### config.mk
export PLATFORM = sky130hd
export DESIGN_NAME = pinport_irq_ctrl
export DESIGN_NICKNAME = d
export VERILOG_FILES = /design/src/rtl/pinport_irq_pkg.sv /design/src/rtl/pinport_sync.sv /design/src/rtl/pinport_trig_det.sv /design/src/rtl/pinport_irq_ctrl.sv
export SDC_FILE = /design/constraint.sdc
export NUM_CORES = 1
export LEC_CHECK = 0
export BUFFER_PORTS_ARGS = -buffer_cell sky130_fd_sc_hd__buf_2
export CAP_MARGIN = 25
export CORE_MARGIN = 2
export CORE_UTILIZATION = 37
export CTS_BUF_LIST = sky130_fd_sc_hd__clkbuf_8
export CTS_CLUSTER_DIAMETER = 50
export DETAILED_ROUTE_END_ITERATION = 8
export MAX_ROUTING_LAYER = met4
export PLACE_DENSITY = 0.56
export SLEW_MARGIN = 20
export SYNTH_ARGS = -nofsm -noshare
export SYNTH_HDL_FRONTEND = slang
export SYNTH_SLANG_ARGS = --single-unit
### constraint.sdc
create_clock -name clk -period 1.6 [get_ports clk]
set_input_delay 0.16 -clock clk [delete_from_list [all_inputs] [get_ports clk]]
set_output_delay 0.16 -clock clk [all_outputs]
set_load 0.02 [all_outputs]
### src/rtl/pinport_irq_pkg.sv
package pinport_irq_pkg;
  typedef enum logic [1:0] {
    TRIG_LVL_HI = 2'd0,
    TRIG_LVL_LO = 2'd1,
    TRIG_RISE   = 2'd2,
    TRIG_FALL   = 2'd3
  } trig_e;

  localparam int ADDR_W = 5;
  localparam logic [ADDR_W-1:0] ADR_CTRL    = 5'h00;
  localparam logic [ADDR_W-1:0] ADR_PEND    = 5'h04;
  localparam logic [ADDR_W-1:0] ADR_MASK    = 5'h08;
  localparam logic [ADDR_W-1:0] ADR_TYPE_HI = 5'h0C;
  localparam logic [ADDR_W-1:0] ADR_TYPE_LO = 5'h10;

  localparam int CTL_FLAG = 0;
  localparam int CTL_EN   = 1;
  localparam int CTL_FAST = 2;
endpackage

### src/rtl/pinport_sync.sv
module pinport_sync #(
  parameter int W = 32
) (
  input  logic         clk,
  input  logic         rst,
  input  logic [W-1:0] d_in,
  output logic [W-1:0] d_out
);
  logic [W-1:0] meta_q;
  logic [W-1:0] stab_q;

  always_ff @(posedge clk) begin
    if (rst) begin
      meta_q <= '0;
      stab_q <= '0;
    end else begin
      meta_q <= d_in;
      stab_q <= meta_q;
    end
  end

  assign d_out = stab_q;
endmodule

### src/rtl/pinport_trig_det.sv
module pinport_trig_det
  import pinport_irq_pkg::*;
(
  input  logic       clk,
  input  logic       rst,
  input  logic       sample,
  input  logic       arm,
  input  logic       level_in,
  input  logic [1:0] code,
  output logic       evt
);
  logic prev_q;
  logic hit;

  always_ff @(posedge clk) begin
    if (rst)         prev_q <= 1'b0;
    else if (sample) prev_q <= level_in;
  end

  always_comb begin
    unique case (trig_e'(code))
      TRIG_LVL_HI: hit = level_in;
      TRIG_LVL_LO: hit = ~level_in;
      TRIG_RISE:   hit = level_in & ~prev_q;
      TRIG_FALL:   hit = ~level_in & prev_q;
      default:     hit = 1'b0;
    endcase
  end

  assign evt = arm & sample & hit;
endmodule

### src/rtl/pinport_irq_ctrl.sv
module pinport_irq_ctrl
  import pinport_irq_pkg::*;
#(
  parameter int NUM_PINS = 32,
  parameter int SLOW_DIV = 4
) (
  input  logic                clk,
  input  logic                rst,
  input  logic                wr_en,
  input  logic                rd_en,
  input  logic [4:0]          addr,
  input  logic [31:0]         wdata,
  output logic [31:0]         rdata,
  input  logic [NUM_PINS-1:0] pins_in,
  output logic                irq_out
);
  localparam int DIV_W = (SLOW_DIV > 2) ? $clog2(SLOW_DIV) : 1;
  localparam logic [DIV_W-1:0] DIV_LAST = DIV_W'(SLOW_DIV - 1);

  logic [NUM_PINS-1:0]      sync_pins;
  logic [NUM_PINS-1:0]      evt;
  logic [NUM_PINS-1:0]      pend_q;
  logic [NUM_PINS-1:0]      mask_q;
  logic [NUM_PINS-1:0][1:0] trig_q;
  logic                     en_q;
  logic                     fast_q;
  logic                     flag_q;
  logic                     irq_q;
  logic [DIV_W-1:0]         div_q;
  logic                     sample;
  logic [NUM_PINS-1:0]      pend_clr;
  logic                     any_hit;
  logic [31:0]              type_lo_word;
  logic [31:0]              type_hi_word;

  pinport_sync #(.W(NUM_PINS)) sync_i (
    .clk  (clk),
    .rst  (rst),
    .d_in (pins_in),
    .d_out(sync_pins)
  );

  always_ff @(posedge clk) begin
    if (rst)                 div_q <= '0;
    else if (div_q == DIV_LAST) div_q <= '0;
    else                     div_q <= div_q + 1'b1;
  end

  assign sample = fast_q | (div_q == DIV_LAST);

  for (genvar g = 0; g < NUM_PINS; g++) begin : g_pin
    pinport_trig_det det_i (
      .clk     (clk),
      .rst     (rst),
      .sample  (sample),
      .arm     (en_q),
      .level_in(sync_pins[g]),
      .code    (trig_q[g]),
      .evt     (evt[g])
    );
  end

  assign pend_clr = (wr_en && addr == ADR_PEND) ? wdata[NUM_PINS-1:0] : '0;
  assign any_hit  = |(pend_q & mask_q);

  always_ff @(posedge clk) begin
    if (rst) begin
      pend_q <= '0;
      mask_q <= '0;
      en_q   <= 1'b0;
      fast_q <= 1'b0;
      flag_q <= 1'b0;
      irq_q  <= 1'b0;
    end else begin
      pend_q <= (pend_q & ~pend_clr) | evt;
      if (wr_en && addr == ADR_MASK) mask_q <= wdata[NUM_PINS-1:0];
      if (wr_en && addr == ADR_CTRL) begin
        en_q   <= wdata[CTL_EN];
        fast_q <= wdata[CTL_FAST];
      end
      flag_q <= (flag_q & ~(wr_en && addr == ADR_CTRL && wdata[CTL_FLAG])) | any_hit;
      irq_q  <= en_q & any_hit;
    end
  end

  always_ff @(posedge clk) begin
    if (rst) begin
      trig_q <= '0;
    end else if (wr_en) begin
      for (int i = 0; i < NUM_PINS; i++) begin
        if (addr == ((i < 16) ? ADR_TYPE_LO : ADR_TYPE_HI))
          trig_q[i] <= wdata[(i % 16) * 2 +: 2];
      end
    end
  end

  always_comb begin
    type_lo_word = '0;
    type_hi_word = '0;
    for (int i = 0; i < NUM_PINS; i++) begin
      if (i < 16) type_lo_word[(i % 16) * 2 +: 2] = trig_q[i];
      else        type_hi_word[(i % 16) * 2 +: 2] = trig_q[i];
    end
  end

  always_ff @(posedge clk) begin
    if (rst) begin
      rdata <= '0;
    end else if (rd_en) begin
      unique case (addr)
        ADR_CTRL:    rdata <= {29'd0, fast_q, en_q, flag_q};
        ADR_PEND:    rdata <= 32'(pend_q);
        ADR_MASK:    rdata <= 32'(mask_q);
        ADR_TYPE_HI: rdata <= type_hi_word;
        ADR_TYPE_LO: rdata <= type_lo_word;
        default:     rdata <= '0;
      endcase
    end
  end

  assign irq_out = irq_q;
endmodule

======== Word level (Yosys, flattened, before mapping) ========
Cells that the tools add are included.
operators by class
  add/subtract/negate cells ............... 1
  multiply operators ...................... 0
  div/mod/pow operators ................... 0
  magnitude comparators ................... 0
  equality and inequality tests ........... 101
  shifts and indexed selects .............. 0
  mux-type cells .......................... 34
  bitwise logic cells ..................... 170
  reductions and logical operators ........ 41
operator list
  operator                                             number
  case mux 32 bit (5 select lines)                     1
  equality test 2 bit, second input constant           65
  case mux 1 bit (4 select lines)                      32
  AND 1 bit                                            99
  inverter 1 bit                                       65
  AND 32 bit                                           2
  equality test 2 x 1 -> 1 bit, second input constant  32
  logical NOT 2 bit                                    32
  two-way mux 32 bit                                   1
  inverter 32 bit                                      1
  bitwise OR 32 bit                                    1
  OR reduction 32 bit                                  1
  equality test 5 x 4 -> 1 bit, second input constant  2
  equality test 5 x 3 -> 1 bit, second input constant  1
  equality test 5 bit, second input constant           1
  logical NOT 5 bit                                    1
  logical AND 1 bit                                    4
  AND reduction 2 bit                                  2
  adder 2 x 1 -> 2 bit, second input constant          1
  bitwise OR 1 bit                                     2
  OR reduction 2 bit                                   1
storage, ports and cells
  register bits ........................... 262
  latch bits .............................. 0
  bits in writable memories ............... 0
  ROM bits ................................ 0
  input port bits ......................... 73
  output and inout bits ................... 33
  word-level logic and storage cells ...... 421
  memories ................................ 0

======== Depth between registers and ports, before layout ========
  word-level depth ........................ 6
  depth in mapped cells ................... 7
  mapped depth without buffers ............ 5

======== By module ========
Synthesis repeated with hierarchy kept, for this count alone.
unflattened totals
  cell total of the unflattened synthesis .. 1,294
  area, all modules ....................... 11,090.6 sq um
modules (own cells, without submodules)
  module            instances  cells each  area each (sq um)
  pinport_irq_ctrl  1          871         6,970.4
  pinport_trig_det  32         9           68.8
  pinport_sync      1          135         1,918.1

======== Least setup slack after synthesis ========
No wires, ideal clock.
  path kind ............................... register to register
  start ................................... reg div_q[0]
  end ..................................... reg pend_q[11]
  setup time .............................. 0.117 ns
  data arrival time ....................... 1.519 ns
  required time ........................... 1.483 ns
  setup slack ............................. -0.037 ns
  cell stages (with the launch flop) ...... 8
  buffers on the path ..................... 2
  path through ............................ dfxtp_1 ha_1 or2_1 clkbuf_1 nand2_1 clkbuf_1 nor2_1 a32o_1
between the ends
  word-level cells in the longest chain between the ends .. 5
RTL lines
  item                     RTL line                source
  from (decl)              pinport_irq_ctrl.sv:29  logic [DIV_W-1:0] div_q;
  from (signal assigned)   pinport_irq_ctrl.sv:46  else div_q <= div_q + 1'b1;
  equality test 2 bit      pinport_irq_ctrl.sv:49  assign sample = fast_q | (div_q == DIV_LAST);
  bitwise OR 1 bit         pinport_irq_ctrl.sv:49
  AND 1 bit (2 in series)  pinport_trig_det.sv:30  assign evt = arm & sample & hit;
  bitwise OR 32 bit        pinport_irq_ctrl.sv:75  pend_q <= (pend_q & ~pend_clr) | evt;
  to (signal assigned)     pinport_irq_ctrl.sv:75
  to (decl)                pinport_irq_ctrl.sv:22  logic [NUM_PINS-1:0] pend_q;
No other way between the ends.
A chain may end at the register's enable or synchronous reset.

======== Worst setup path in the final report ========
  start ................................... reg pend_q[9]
  end ..................................... reg flag_q
between the ends
  word-level cells in the longest chain between the ends .. 3
RTL lines
  item                  RTL line                source
  AND 32 bit            pinport_irq_ctrl.sv:64  assign any_hit = |(pend_q & mask_q);
  OR reduction 32 bit   pinport_irq_ctrl.sv:64
  bitwise OR 1 bit      pinport_irq_ctrl.sv:81  flag_q <= (flag_q & ~(wr_en && addr == ADR_CTRL && wdata[CTL_FLAG])) | any_hit;
  to (signal assigned)  pinport_irq_ctrl.sv:81
  to (decl)             pinport_irq_ctrl.sv:27  logic flag_q;
No other way between the ends.

==> results_dict.tcl <==
set metrics [dict create \
    status "finished clean" \
    drtIter0Drc 868 \
    vias_per_cell 5.04 \
    tightest_slew_ns 0.643 \
    row_count 61 \
    place_congestion 0.817 \
    max_freq_mhz 656 \
    cts_buffers 45 \
    cts_setup_buffers 0 \
    worstHoldPathCells 5 \
    cts.clk_slew.worst_paths_ns 0.06 \
    yosys_warnings 0 \
    grt.overflow.total 0 \
    die_w_um 171 \
    via_count 9004 \
    yosys_register_bits 262 \
    fin_cells 1787 \
    grt_pass1_vias 8322 \
    drt_wl_total_um 33500 \
    slowest_stage "nor4_1" \
    synth-seq-area-share_pct 50.9 \
    peakVddDrop_v 0.000511 \
    crit_type "flop to flop" \
    multi_input_area_um2 4610 \
    die_height_um 171 \
    design.die.area_um2 29200 \
    syn_nets 1284 \
    min_period_ns 1.52 \
    final_hold_viol_count 0 \
    ios 106 \
    path_max_fanout 3 \
    crit_arrival_ns 1.96 \
    track_usage_pct 23.3 \
    fin_crit_sh_pct 95.2 \
    rr_worst_depth 5 \
    grt_start_max_net_pins 133 \
    critPathRequiredTime_ns 2.04 \
    syn_area_um2 10300 \
    dp.cells 1640 \
    layout_common_cells "301 x nand2_1, 262 x dfxtp_1, 161 x a21oi_1" \
    synth.distinct_cells 33 \
    routedWlPerCell_um 18.8 \
    start_util_pct 37.3 \
    antenna_cells 0 \
    final_common_cell "nand2_1" \
    ant_nets 0 \
    ctsHtreeMaxLevel 2 \
    cp_slowest_stage_delay_ns 0.37 \
    ctsLongestPathBuffers 3 \
    end_kind "flop" \
    clkSinkCount 262 \
    worstPathCellList "a22oi_1 -> nand2_1 -> nor4_1 -> buf_4 -> a31oi_1" \
    p_per_area_nw_per_um2 1100 \
    start_kind "flop" \
    design.core.area_um2 27600 \
    maxCapViolations 0 \
    grt_first_pass_wirelength_um 50200 \
    seq_area_um2 5250 \
    finClkSkew_ns 0.0295 \
    antenna_found_initial 0 \
    fin_total_pwr_uw 14300 \
    grt_setup_unrepaired "yes" \
    numPortBuffers 105 \
    slew-limit-headroom_pct 57.1 \
    postSynthCellCount 1210 \
    nFillCells 2724 \
    p_leak_uw 0.00472 \
    firstDrtPassIters 5 \
    root_buffer "clkbuf_8" \
    insertion_delay_ns 0.57 \
    hp-class "input port to flop" \
    finalSetupViolCount 0 \
    avgSynthCellArea_um2 8.52 \
    maxSlewViolCount 0 \
    hpwl_um 20900 \
    nets 1448 \
    layout-drive-gt1-share_pct 15.4 \
    cts_tree "yes" \
    route.detailed.drc 0 \
    syn2layout_area_growth_pct 26.4 \
]
-- repair_timing --
action,CTS,global route
hold buffers,65,0
resized for setup,0,2
endpoints found under the setup margin,0,4
endpoints found under the hold margin,148,0
-- state kept, by name, indices dropped and copies added (netlist names) --
register and flops:
trig_q 64, g_pin.det_i.prev_q 32, mask_q 32, pend_q 32
rdata 32, sync_i.d_out 32, sync_i.meta_q 32, div_q 2
en_q 1, fast_q 1, flag_q 1, irq_out 1
-- cells by family (layout without fill, tap and decap cells) --
logic type	count (synthesis)	in the layout	synth area share (%)
buf+inv	114	313	4.55
flops	262	262	50.9
compound gates	310	310	17.8
xor+xnor	60	60	5.10
mux	37	37	3.63
fa+ha+maj	1	1	0.121
simple gates	426	426	17.9
-- stage by stage --
| step | utilization (%) | hold WS [ns] | worst slack, ns | instance area (um^2) | setup TNS, ns |
|---|---|---|---|---|---|
| after floorplan | - | 0.288 | 0.0572 | 10300 | 0 |
| after global placement | 41.1 | 0.374 | 0.0205 | 11300 | 0 |
| after detailed placement | 41.1 | 0.372 | -0.0475 | 11300 | -0.0961 |
| after CTS | 47.1 | 0.0770 | 0.0482 | 13000 | 0 |
| after global routing | 47.2 | 0.101 | -0.00644 | 13000 | -0.00644 |
| final | 47.2 | 0.102 | 0.0766 | 13000 | 0 |
-- cell usage after synthesis, drive strengths merged --
library cell	instances	area, um^2
mux2i	34	340
or2	1	6.26
nor3b	2	20.0
nand3	3	15.0
nand4	1	6.26
nor2	38	143
o21ai	68	340
or4b	1	10.0
nand2	302	1130
nand3b	2	15.0
a31oi	1	6.26
and2	2	12.5
clkbuf	56	210
a211o	30	263
and3	3	18.8
nor4b	1	15.0
xnor2	60	526
a32o	2	20.0
buf	25	135
mux2	3	33.8
a22oi	16	120
dfxtp	262	5250
nor2b	65	407
a221oi	32	280
inv	33	124
ha	1	12.5
nor4	3	33.8
a21oi	161	806
nor3	2	10.0
-- area by class of cell --
cell class	instances	area share, %
clock inverters	22	1.56
inverters	33	0.950
well taps	378	3.63
multi-input cells	834	35.3
flip-flops and latches	262	40.2
clock buffers	60	6.34
repair buffers	198	11.9
-- critical path: cells and delay by family (launching register included) --
family          cells  cell delay [ns]
compound gates      2             0.37
buf+inv             1             0.19
flops               1             0.33
simple gates        2             0.51
-- worst paths after layout --
kind / start / to / slack, ns
worst max-delay path: pend_q[9]$_SDFF_PP0_ / flag_q$_SDFF_PP0_ / 0.08
worst min-delay path: rd_en / rdata[19]$_SDFFE_PP0P_ / 0.10
worst max register to register: pend_q[9]$_SDFF_PP0_ / flag_q$_SDFF_PP0_ / 0.08
worst min register to register: sync_i.meta_q[2]$_SDFF_PP0_ / sync_i.d_out[2]$_SDFF_PP0_ / 0.43
-- metal layers --
layer / routed length, um / global-route usage (%) / up-vias
li1: - / - / 4395
met1: 15400 / 32.3 / 4206
met2: 14700 / 34.4 / 343
met3: 2660 / 4.49 / 60
met4: 799 / 6.82 / 0
met5: 0 / - / -
-- power by group --
group	switching (uW)	internal, uW
Combinational	449	356
Sequential	85.5	6640
Clock	2770	4000
Power figures use the tool's default switching activity.
